## config.mk

```make
export PLATFORM = sky130hd
export DESIGN_NAME = mstat_reg
export DESIGN_NICKNAME = d
export VERILOG_FILES = /design/src/rtl/mstat_pkg.sv /design/src/rtl/mstat_sync.sv /design/src/rtl/mstat_srcsel.sv /design/src/rtl/mstat_delta.sv /design/src/rtl/mstat_reg.sv
export SDC_FILE = /design/constraint.sdc
export NUM_CORES = 1
export LEC_CHECK = 0
export ABC_CLOCK_PERIOD_IN_PS = 2600
export BUFFER_PORTS_ARGS = -buffer_cell sky130_fd_sc_hd__buf_4
export CORE_MARGIN = 4
export CORE_UTILIZATION = 40
export DETAILED_ROUTE_END_ITERATION = 8
export PLACE_DENSITY = 0.62
export SLEW_MARGIN = 40
export SYNTH_ARGS = -nofsm -noshare
export SYNTH_HDL_FRONTEND = slang
export SYNTH_SLANG_ARGS = --single-unit
```

## constraint.sdc

```tcl
create_clock -name clk -period 2.6 [get_ports clk]
set_clock_uncertainty 0.05 [all_clocks]
set_input_delay 0 -clock clk [delete_from_list [all_inputs] [get_ports clk]]
set_output_delay 0 -clock clk [all_outputs]
set_load 0.02 [all_outputs]
```

## src/rtl/mstat_pkg.sv

```systemverilog
// Package: shared widths, bit positions and edge rules for the modem status block.
// Assumes four status lines in the order CTS, DSR, RI, DCD (bit 0 .. bit 3).
package mstat_pkg;
    localparam int unsigned LINES      = 4;
    localparam int unsigned SYNC_DEPTH = 2;
    localparam int unsigned CTS_IDX    = 0;
    localparam int unsigned DSR_IDX    = 1;
    localparam int unsigned RI_IDX     = 2;
    localparam int unsigned DCD_IDX    = 3;
    // Lines whose change flag fires only on the active-to-inactive edge.
    localparam logic [LINES-1:0] FALL_ONLY = 4'b0100;
endpackage

```

## src/rtl/mstat_sync.sv

```systemverilog
// Module: multi-stage synchronizer for a vector of asynchronous pins.
// Assumes each bit is independent; resets to RST_VAL (inactive pin level).
module mstat_sync #(
    parameter int unsigned W       = 4,
    parameter int unsigned STAGES  = 2,
    parameter logic        RST_VAL = 1'b1
) (
    input  logic         clk,
    input  logic         rst_n,
    input  logic [W-1:0] async_i,
    output logic [W-1:0] sync_o
);
    logic [W-1:0] stg_q [STAGES];

    // Shift the pin samples down the synchronizer chain.
    always_ff @(posedge clk) begin
        if (!rst_n) begin
            for (int s = 0; s < STAGES; s++) stg_q[s] <= {W{RST_VAL}};
        end else begin
            stg_q[0] <= async_i;
            for (int s = 1; s < STAGES; s++) stg_q[s] <= stg_q[s-1];
        end
    end

    assign sync_o = stg_q[STAGES-1];
endmodule

```

## src/rtl/mstat_srcsel.sv

```systemverilog
// Module: chooses between synchronized pin levels and loopback control bits.
// Assumes pins are active low; control bits are already active high and in-domain.
module mstat_srcsel #(
    parameter int unsigned W = 4
) (
    input  logic         lpbk_en,
    input  logic [W-1:0] pin_sync_n,
    input  logic [W-1:0] loop_src,
    output logic [W-1:0] level_src
);
    // Substitute the control bits for the inverted pins in loopback.
    always_comb begin
        level_src = lpbk_en ? loop_src : ~pin_sync_n;
    end
endmodule

```

## src/rtl/mstat_delta.sv

```systemverilog
// Module: per-line level register and sticky change flag with clear-on-read.
// Assumes src is synchronous; arm gates detection while the sync chain fills.
module mstat_delta #(
    parameter int unsigned W         = 4,
    parameter logic [W-1:0] FALL_ONLY = '0
) (
    input  logic         clk,
    input  logic         rst_n,
    input  logic         arm,
    input  logic         rd_clr,
    input  logic [W-1:0] src,
    output logic [W-1:0] lvl,
    output logic [W-1:0] flag
);
    logic [W-1:0] lvl_q;
    logic [W-1:0] flag_q;
    logic [W-1:0] chg;

    for (genvar i = 0; i < W; i++) begin : g_line
        if (FALL_ONLY[i]) begin : g_fall
            // Detect only the active-to-inactive transition.
            always_comb chg[i] = arm & lvl_q[i] & ~src[i];
        end else begin : g_any
            // Detect a transition in either direction.
            always_comb chg[i] = arm & (lvl_q[i] ^ src[i]);
        end

        // Track the level and hold the sticky change flag.
        always_ff @(posedge clk) begin
            if (!rst_n) begin
                lvl_q[i]  <= 1'b0;
                flag_q[i] <= 1'b0;
            end else begin
                lvl_q[i]  <= src[i];
                flag_q[i] <= (flag_q[i] & ~rd_clr) | chg[i];
            end
        end
    end

    assign lvl  = lvl_q;
    assign flag = flag_q;
endmodule

```

## src/rtl/mstat_reg.sv

```systemverilog
// Module: modem status register top. Synchronizes pins, applies loopback,
// detects changes, clears flags on read and raises the interrupt request.
// Assumes control inputs and rd_stb are in the clk domain.
module mstat_reg
    import mstat_pkg::*;
(
    input  logic       clk,
    input  logic       rst_n,
    input  logic       rd_stb,
    input  logic       cts_n_i,
    input  logic       dsr_n_i,
    input  logic       ri_n_i,
    input  logic       dcd_n_i,
    input  logic       lpbk_en,
    input  logic       mc_rts,
    input  logic       mc_dtr,
    input  logic       mc_out1,
    input  logic       mc_out2,
    input  logic       irq_en,
    output logic [7:0] rd_data,
    output logic       irq
);
    localparam int unsigned SETTLE = SYNC_DEPTH + 1;
    localparam int unsigned CNT_W  = $clog2(SETTLE + 1);

    logic [LINES-1:0] pin_n;
    logic [LINES-1:0] pin_sync_n;
    logic [LINES-1:0] loop_src;
    logic [LINES-1:0] level_src;
    logic [LINES-1:0] lvl;
    logic [LINES-1:0] flag;
    logic [CNT_W-1:0] settle_q;
    logic             arm_q;

    assign pin_n    = {dcd_n_i, ri_n_i, dsr_n_i, cts_n_i};
    assign loop_src = {mc_out2, mc_out1, mc_dtr, mc_rts};

    mstat_sync #(.W(LINES), .STAGES(SYNC_DEPTH), .RST_VAL(1'b1)) u_sync (
        .clk     (clk),
        .rst_n   (rst_n),
        .async_i (pin_n),
        .sync_o  (pin_sync_n)
    );

    mstat_srcsel #(.W(LINES)) u_sel (
        .lpbk_en    (lpbk_en),
        .pin_sync_n (pin_sync_n),
        .loop_src   (loop_src),
        .level_src  (level_src)
    );

    // Hold detection off until the synchronizer and level register are filled.
    always_ff @(posedge clk) begin
        if (!rst_n) begin
            settle_q <= '0;
        end else if (settle_q != CNT_W'(SETTLE)) begin
            settle_q <= settle_q + 1'b1;
        end
    end

    assign arm_q = (settle_q == CNT_W'(SETTLE));

    mstat_delta #(.W(LINES), .FALL_ONLY(FALL_ONLY)) u_delta (
        .clk    (clk),
        .rst_n  (rst_n),
        .arm    (arm_q),
        .rd_clr (rd_stb),
        .src    (level_src),
        .lvl    (lvl),
        .flag   (flag)
    );

    // Assemble the status byte and the gated interrupt request.
    always_comb begin
        rd_data = {lvl, flag};
        irq     = irq_en & (|flag);
    end
endmodule

```

==> flow_summary.yaml, run 1 <==
status:
  status: "complete, no violations"
sta:
  slew_viol_final: 0
  worst_pin_slew_ns: 0.294
  maxSlewHeadroom: 0.804
  period_needed_ns: 1.61
  finalSetupTns_ns: 0
  whs_ns: 0.0180
  rsz0062_at_grt: "false"
  setup_violations: 0
  hold_viol: 0
  post-route-period-util: 0.621
  timing.fmax_mhz: 619
  layout_setup_ws_ns: 0.986
floorplan:
  num_rows: 14
  start_util: 0.440
  dieArea_sq_um: 2440
  die_w_um: 49.4
  pin_count: 22
  core_sq_um: 1560
  die_h_um: 49.4
worst_setup_path:
  required_ns: 2.79
  critPathMaxFanout: 9
  cp-start-kind: "register"
  arrival_ns: 1.80
  path_class: "register to register"
  end_kind: "register"
worst_hold_path:
  hold_class: "primary input to register"
placement:
  port_buffers: 21
  dp_hpwl_um: 932
  place_inst: 100
  post-place-ws_ns: 1.28
  gp_congestion: 0.645
global_route:
  grt_overflow: 0
  grt_pass1_wl_um: 2460
  antenna_found_initial: 0
  grt_pass1_vias: 589
  grt.total_usage: 0.132
  grt_max_degree: 18
synth:
  syn_avg_cell_area_sq_um: 10.4
  synthTopCellsByCount: "dfxtp_1 (18), nand2b_1 (9), nor2_1 (6)"
  yosysWarnings: 0
  ys_seq_elements: 18
  synth.area.top_cells: "dfxtp_1 (53%), nand2b_1 (8.2%), nand3b_1 (4.4%)"
  syn_area_sq_um: 686
  synth_cells: 66
  syn-num-nets: 80
  synth_edf_count: 0
  synth_ff_type: "dfxtp_1"
  synthMostInstantiatedCell: "dfxtp_1"
  yosysTopAreaCell: "dfxtp_1"
  synth_top_area_share: 0.526
  yosys.cell_types.count: 23
  ys_seq_area_frac: 0.526
  synthArstFlopShare: 0
route:
  wl_um: 1410
  antenna_left: 0
  drtPass1Iterations: 4
  wl_per_cell_um: 11.9
  dr_total_vias: 587
  routed_via_density: 4.97
  route.detailed.drc: 0
  drt-initial-drc-count: 21
final_layout:
  fill_cells: 121
  drive_gt1_frac: 0.275
  instances_no_fill: 118
  area_delta_synth_final_pct: 47.3
  antenna_cells: 0
  nets: 117
clocking:
  post_cts_buffers: 0
  clock_latency_ns: 0.29
  cts_root_buffer: "clkbuf_4"
  cts_tree: "done"
  h-tree-depth: 1
  cts_buffers: 3
  clk_path_buf_depth: 2
  numClockSinks: 18
  path_clk_slew_ns: 0.10
power_and_ir_drop:
  power_uw: 567
  vdd_drop_max_uv: 437
  p_leak_uw: 0.000427
  power_density_nw_per_um2: 561
flow_run:
  drv_cap: 0
[logic make-up after synthesis]
| family | after synthesis | share of synthesized area |
|---|---|---|
| AOI/OAI and AO/OA | 11 | 0.115 |
| xor gates and xnor gates | 1 | 0.0128 |
| adders and majority gates | 1 | 0.0182 |
| buffers and inverters | 4 | 0.0493 |
| DFF | 18 | 0.526 |
| muxes | 1 | 0.0146 |
| and+or+nand+nor | 30 | 0.265 |
[power breakdown]
part	switching, uW	internal, uW	leakage, uW	total, uW
clock network	84.7	85.3	0.0000210	170
logic	40.9	52.8	0.000258	93.7
registers	9.00	294	0.000148	303
total	135	432	0.000427	567
[cell type report]
| cell class | instances | area [sq um] | share of cell area |
|---|---|---|---|
| flip-flops and latches | 18 | 360 | 0.357 |
| repair buffers | 35 | 298 | 0.295 |
| multi-input cells | 44 | 292 | 0.289 |
| clock buffers | 4 | 36.3 | 0.0359 |
| well taps | 16 | 20.0 | 0.0198 |
| inverters | 1 | 3.75 | 0.00372 |
[sequential cells by signal, indices dropped and copies added, names as in the netlist]
name,cells
u_delta.lvl,4
settle_q,2
u_delta.flag,4
u_sync.stg_q,8
[routing by layer]
layer  up-vias  routed length, um  global-route usage
met5         -                  0                   0
met2        22                687               0.234
met4         0                 16              0.0691
met3         2                 86              0.0398
met1       263                620               0.139
li1        300                  -                   -
[repair_timing]
item,4_1_cts,5_1_grt
resized for setup,0,0
hold buffers,14,0
endpoints found under the hold margin,14,0
[per-stage QoR]
| step | instance area, sq um | util |
|---|---|---|
| 3_3_place_gp | 833 | 0.535 |
| 4_1_cts | 1010 | 0.648 |
| 3_5_place_dp | 833 | 0.535 |
| 6_report | 1010 | 0.648 |
| 5_1_grt | 1010 | 0.648 |
| 2_1_floorplan | 686 | - |
[worst paths after layout]
| check | startpoint | end | slack (ns) | cells after the start |
|---|---|---|---|---|
| min | lpbk_en | u_delta.lvl[2] | 0.02 | 3 |
| max | settle_q[0] | u_delta.flag[2] | 0.99 | 4 |
| min reg2reg | u_sync.stg_q[0][3] | u_sync.stg_q[0][7] | 0.37 | 1 |
| max reg2reg | settle_q[0] | u_delta.flag[2] | 0.99 | 4 |
[layout by cell type, fill, tap and decap left out, types with 2 or more instances in the layout]
master and n:
nand2b_1 9, or2b_1 2, o211ai_1 2, dfxtp_1 18
nand3b_1 4, buf_4 21, nand3_1 3, a21oi_1 5
a211o_1 2, dlygate4sd3_1 14, nor2_1 6, clkbuf_4 3
[critical path: stages, from the launching register on]
cell,delay (ns)
dfxtp_1,0.36
ha_1,0.33
nand4_1,0.13
a21oi_1,0.15
dlygate4sd3_1,0.54
No activity file was read; power rests on OpenSTA's default activity.
==> run 2, diff against run 1 <==
--- a/config.mk
+++ b/config.mk
@@ -5,12 +5,13 @@
 export SDC_FILE = /design/constraint.sdc
 export NUM_CORES = 1
 export LEC_CHECK = 0
-export ABC_CLOCK_PERIOD_IN_PS = 2600
+export ABC_AREA = 1
+export ABC_CLOCK_PERIOD_IN_PS = 1300
 export BUFFER_PORTS_ARGS = -buffer_cell sky130_fd_sc_hd__buf_4
 export CORE_MARGIN = 4
 export CORE_UTILIZATION = 40
 export DETAILED_ROUTE_END_ITERATION = 8
-export PLACE_DENSITY = 0.62
+export PLACE_DENSITY = 0.65
 export SLEW_MARGIN = 40
 export SYNTH_ARGS = -nofsm -noshare
 export SYNTH_HDL_FRONTEND = slang
==> constraint.sdc (replaced) <==
create_clock -name clk -period 1.3 [get_ports clk]
set_clock_uncertainty 0.05 [all_clocks]
set_input_delay 0 -clock clk [delete_from_list [all_inputs] [get_ports clk]]
set_output_delay 0 -clock clk [all_outputs]
set_load 0.02 [all_outputs]
==> flow_summary.yaml, run 2 <==
floorplan:
  die_w_um: 49.3
  die_h_um: 49.3
  num_rows: 14
  dieArea_sq_um: 2430
  pin_count: 22
  core_sq_um: 1560
  start_util: 0.438
placement:
  port_buffers: 21
  gp_congestion: 0.738
  dp_hpwl_um: 1020
sta:
  timing.fmax_mhz: 865
  setup_violations: 0
  slew_viol_final: 0
  rsz0062_at_grt: "false"
  finalSetupTns_ns: 0
  hold_viol: 0
  maxSlewHeadroom: 0.697
  period_needed_ns: 1.16
  post-route-period-util: 0.889
  worst_pin_slew_ns: 0.454
power_and_ir_drop:
  power_density_nw_per_um2: 1050
  p_leak_uw: 0.000484
  vdd_drop_max_uv: 680
clocking:
  cts_buffers: 3
  path_clk_slew_ns: 0.10
  clk_path_buf_depth: 2
  numClockSinks: 18
  clock_latency_ns: 0.28
  post_cts_buffers: 0
  cts_tree: "done"
  cts_root_buffer: "clkbuf_4"
  h-tree-depth: 1
worst_setup_path:
  cp_cell_sequence: "nor4_1, nor2_1, buf_4"
  required_ns: 1.25
  critPathMaxFanout: 3
  max_stage_delay_ns: 0.34
  arrival_ns: 1.11
  slowest_stage: "dfxtp_1"
  end_kind: "primary output"
  cp-start-kind: "register"
  path_class: "register to primary output"
synth:
  ys_seq_elements: 18
  yosysWarnings: 0
  synth_ff_type: "dfxtp_1"
  synth_top_area_share: 0.527
  yosys.cell_types.count: 15
  ys_seq_area_frac: 0.527
  synth_cells: 85
  synthTopCellsByCount: "dfxtp_1 (18), nand2_1 (17), inv_1 (13)"
  synth.area.top_cells: "dfxtp_1 (53%), nand2_1 (9.3%), or2_2 (7.3%)"
  synth_edf_count: 0
  syn-num-nets: 99
  syn_area_sq_um: 683
  synthMostInstantiatedCell: "dfxtp_1"
  yosysTopAreaCell: "dfxtp_1"
  syn_avg_cell_area_sq_um: 8.04
  synthArstFlopShare: 0
final_layout:
  seqCellArea_sq_um: 360
  layout_common_cells: "buf_4 (21), dfxtp_1 (18), nand2_1 (17)"
  fill_cells: 149
  largest_register: "u_sync.stg_q"
  drive_gt1_frac: 0.311
  largest_register_ffs: 8
  layout.cells.most_common: "buf_4"
  finish.utilization: 0.636
  multi_input_area_sq_um: 269
  nets: 135
  area_delta_synth_final_pct: 45.2
  antenna_cells: 0
route:
  dr_total_vias: 642
  drt-initial-drc-count: 2
  antenna_left: 0
  route.detailed.drc: 0
  routed_via_density: 4.76
  wl_per_cell_um: 10.1
  drtPass1Iterations: 2
  wl_um: 1370
status:
  status: "complete, no violations"
global_route:
  grt_pass1_wl_um: 2560
  grt.total_usage: 0.134
  grt_max_degree: 17
  antenna_found_initial: 0
  grt_overflow: 0
  grt_pass1_vias: 622
flow_run:
  drv_cap: 0
worst_hold_path:
  hold_class: "primary input to primary output"
run 2: cell count changes in the layout (fill, tap and decap cells not counted), sizes merged, moves of 3 or more:
cell         before  now
o21ai             0    3
nand3             3   10
inv               1   14
nand2b            9    0
nand3b            4    0
nand2             1   17
or2               1    8
dlygate4sd3      14   11
a21oi             5    8
run 2: worst max-delay path, delay by kind of cell, from the launching register on:
family,cells,cell delay [ns]
buf+inv,1,0.16
simple gates,2,0.33
flops,1,0.34
run 2: final cells by class:
type                    instances  area share
inverters                      14      0.0530
clock buffers                   3      0.0227
repair buffers                 32       0.270
multi-input cells              52       0.271
flip-flops and latches         18       0.363
well taps                      16      0.0202
run 2: power by group:
group | leakage, uW | total, uW | internal, uW | switching, uW
registers | 0.000148 | 603 | 585 | 18.2
logic | 0.000322 | 178 | 94.6 | 83.1
clock network | 0.0000138 | 262 | 107 | 155
total | 0.000484 | 1040 | 787 | 256
run 2: kinds of logic (layout without fill, tap and decap cells):
family	Yosys count	count (layout)	share of synthesized area
adder cells (fa/ha/maj)	1	1	0.0183
AO/OA/AOI/OAI	11	11	0.0916
buffers and inverters	15	49	0.0842
AND/OR/NAND/NOR	40	40	0.278
flip-flops	18	18	0.527
run 2: final timing paths:
kind	startpoint	endpoint	slack, ns	cells past startpoint
worst max-delay path	u_delta.flag[1]	irq	0.14	3
worst min-delay path	irq_en	irq	0.28	4
worst max register to register	settle_q[0]	settle_q[0]	0.19	4
worst min register to register	u_sync.stg_q[0][1]	u_sync.stg_q[0][5]	0.37	1
run 2: routing by layer:
metal | global-route usage | up-vias | share of wire
met1 | 0.155 | 285 | 0.45
met4 | 0.0569 | 0 | 0.010
li1 | - | 338 | -
met5 | 0 | - | 0
met3 | 0.0306 | 2 | 0.068
met2 | 0.232 | 17 | 0.47
run 2: through the flow:
step	worst slack, ns	instance area (sq um)	hold WS (ns)	power, uW	std cells
global route	0.0295	992	0.312	1100	135
finish	0.144	992	0.280	1040	135
floorplan	0.316	683	0.0566	701	85
global placement	0.271	856	0.138	762	121
CTS	0.0470	998	0.285	1060	136
detailed placement	0.213	856	0.141	768	121
run 2: repair_timing:
action,4_1_cts,5_1_grt
setup endpoints to repair,0,1
hold buffers,12,0
endpoints found under the hold margin,14,0
resized for setup,0,1
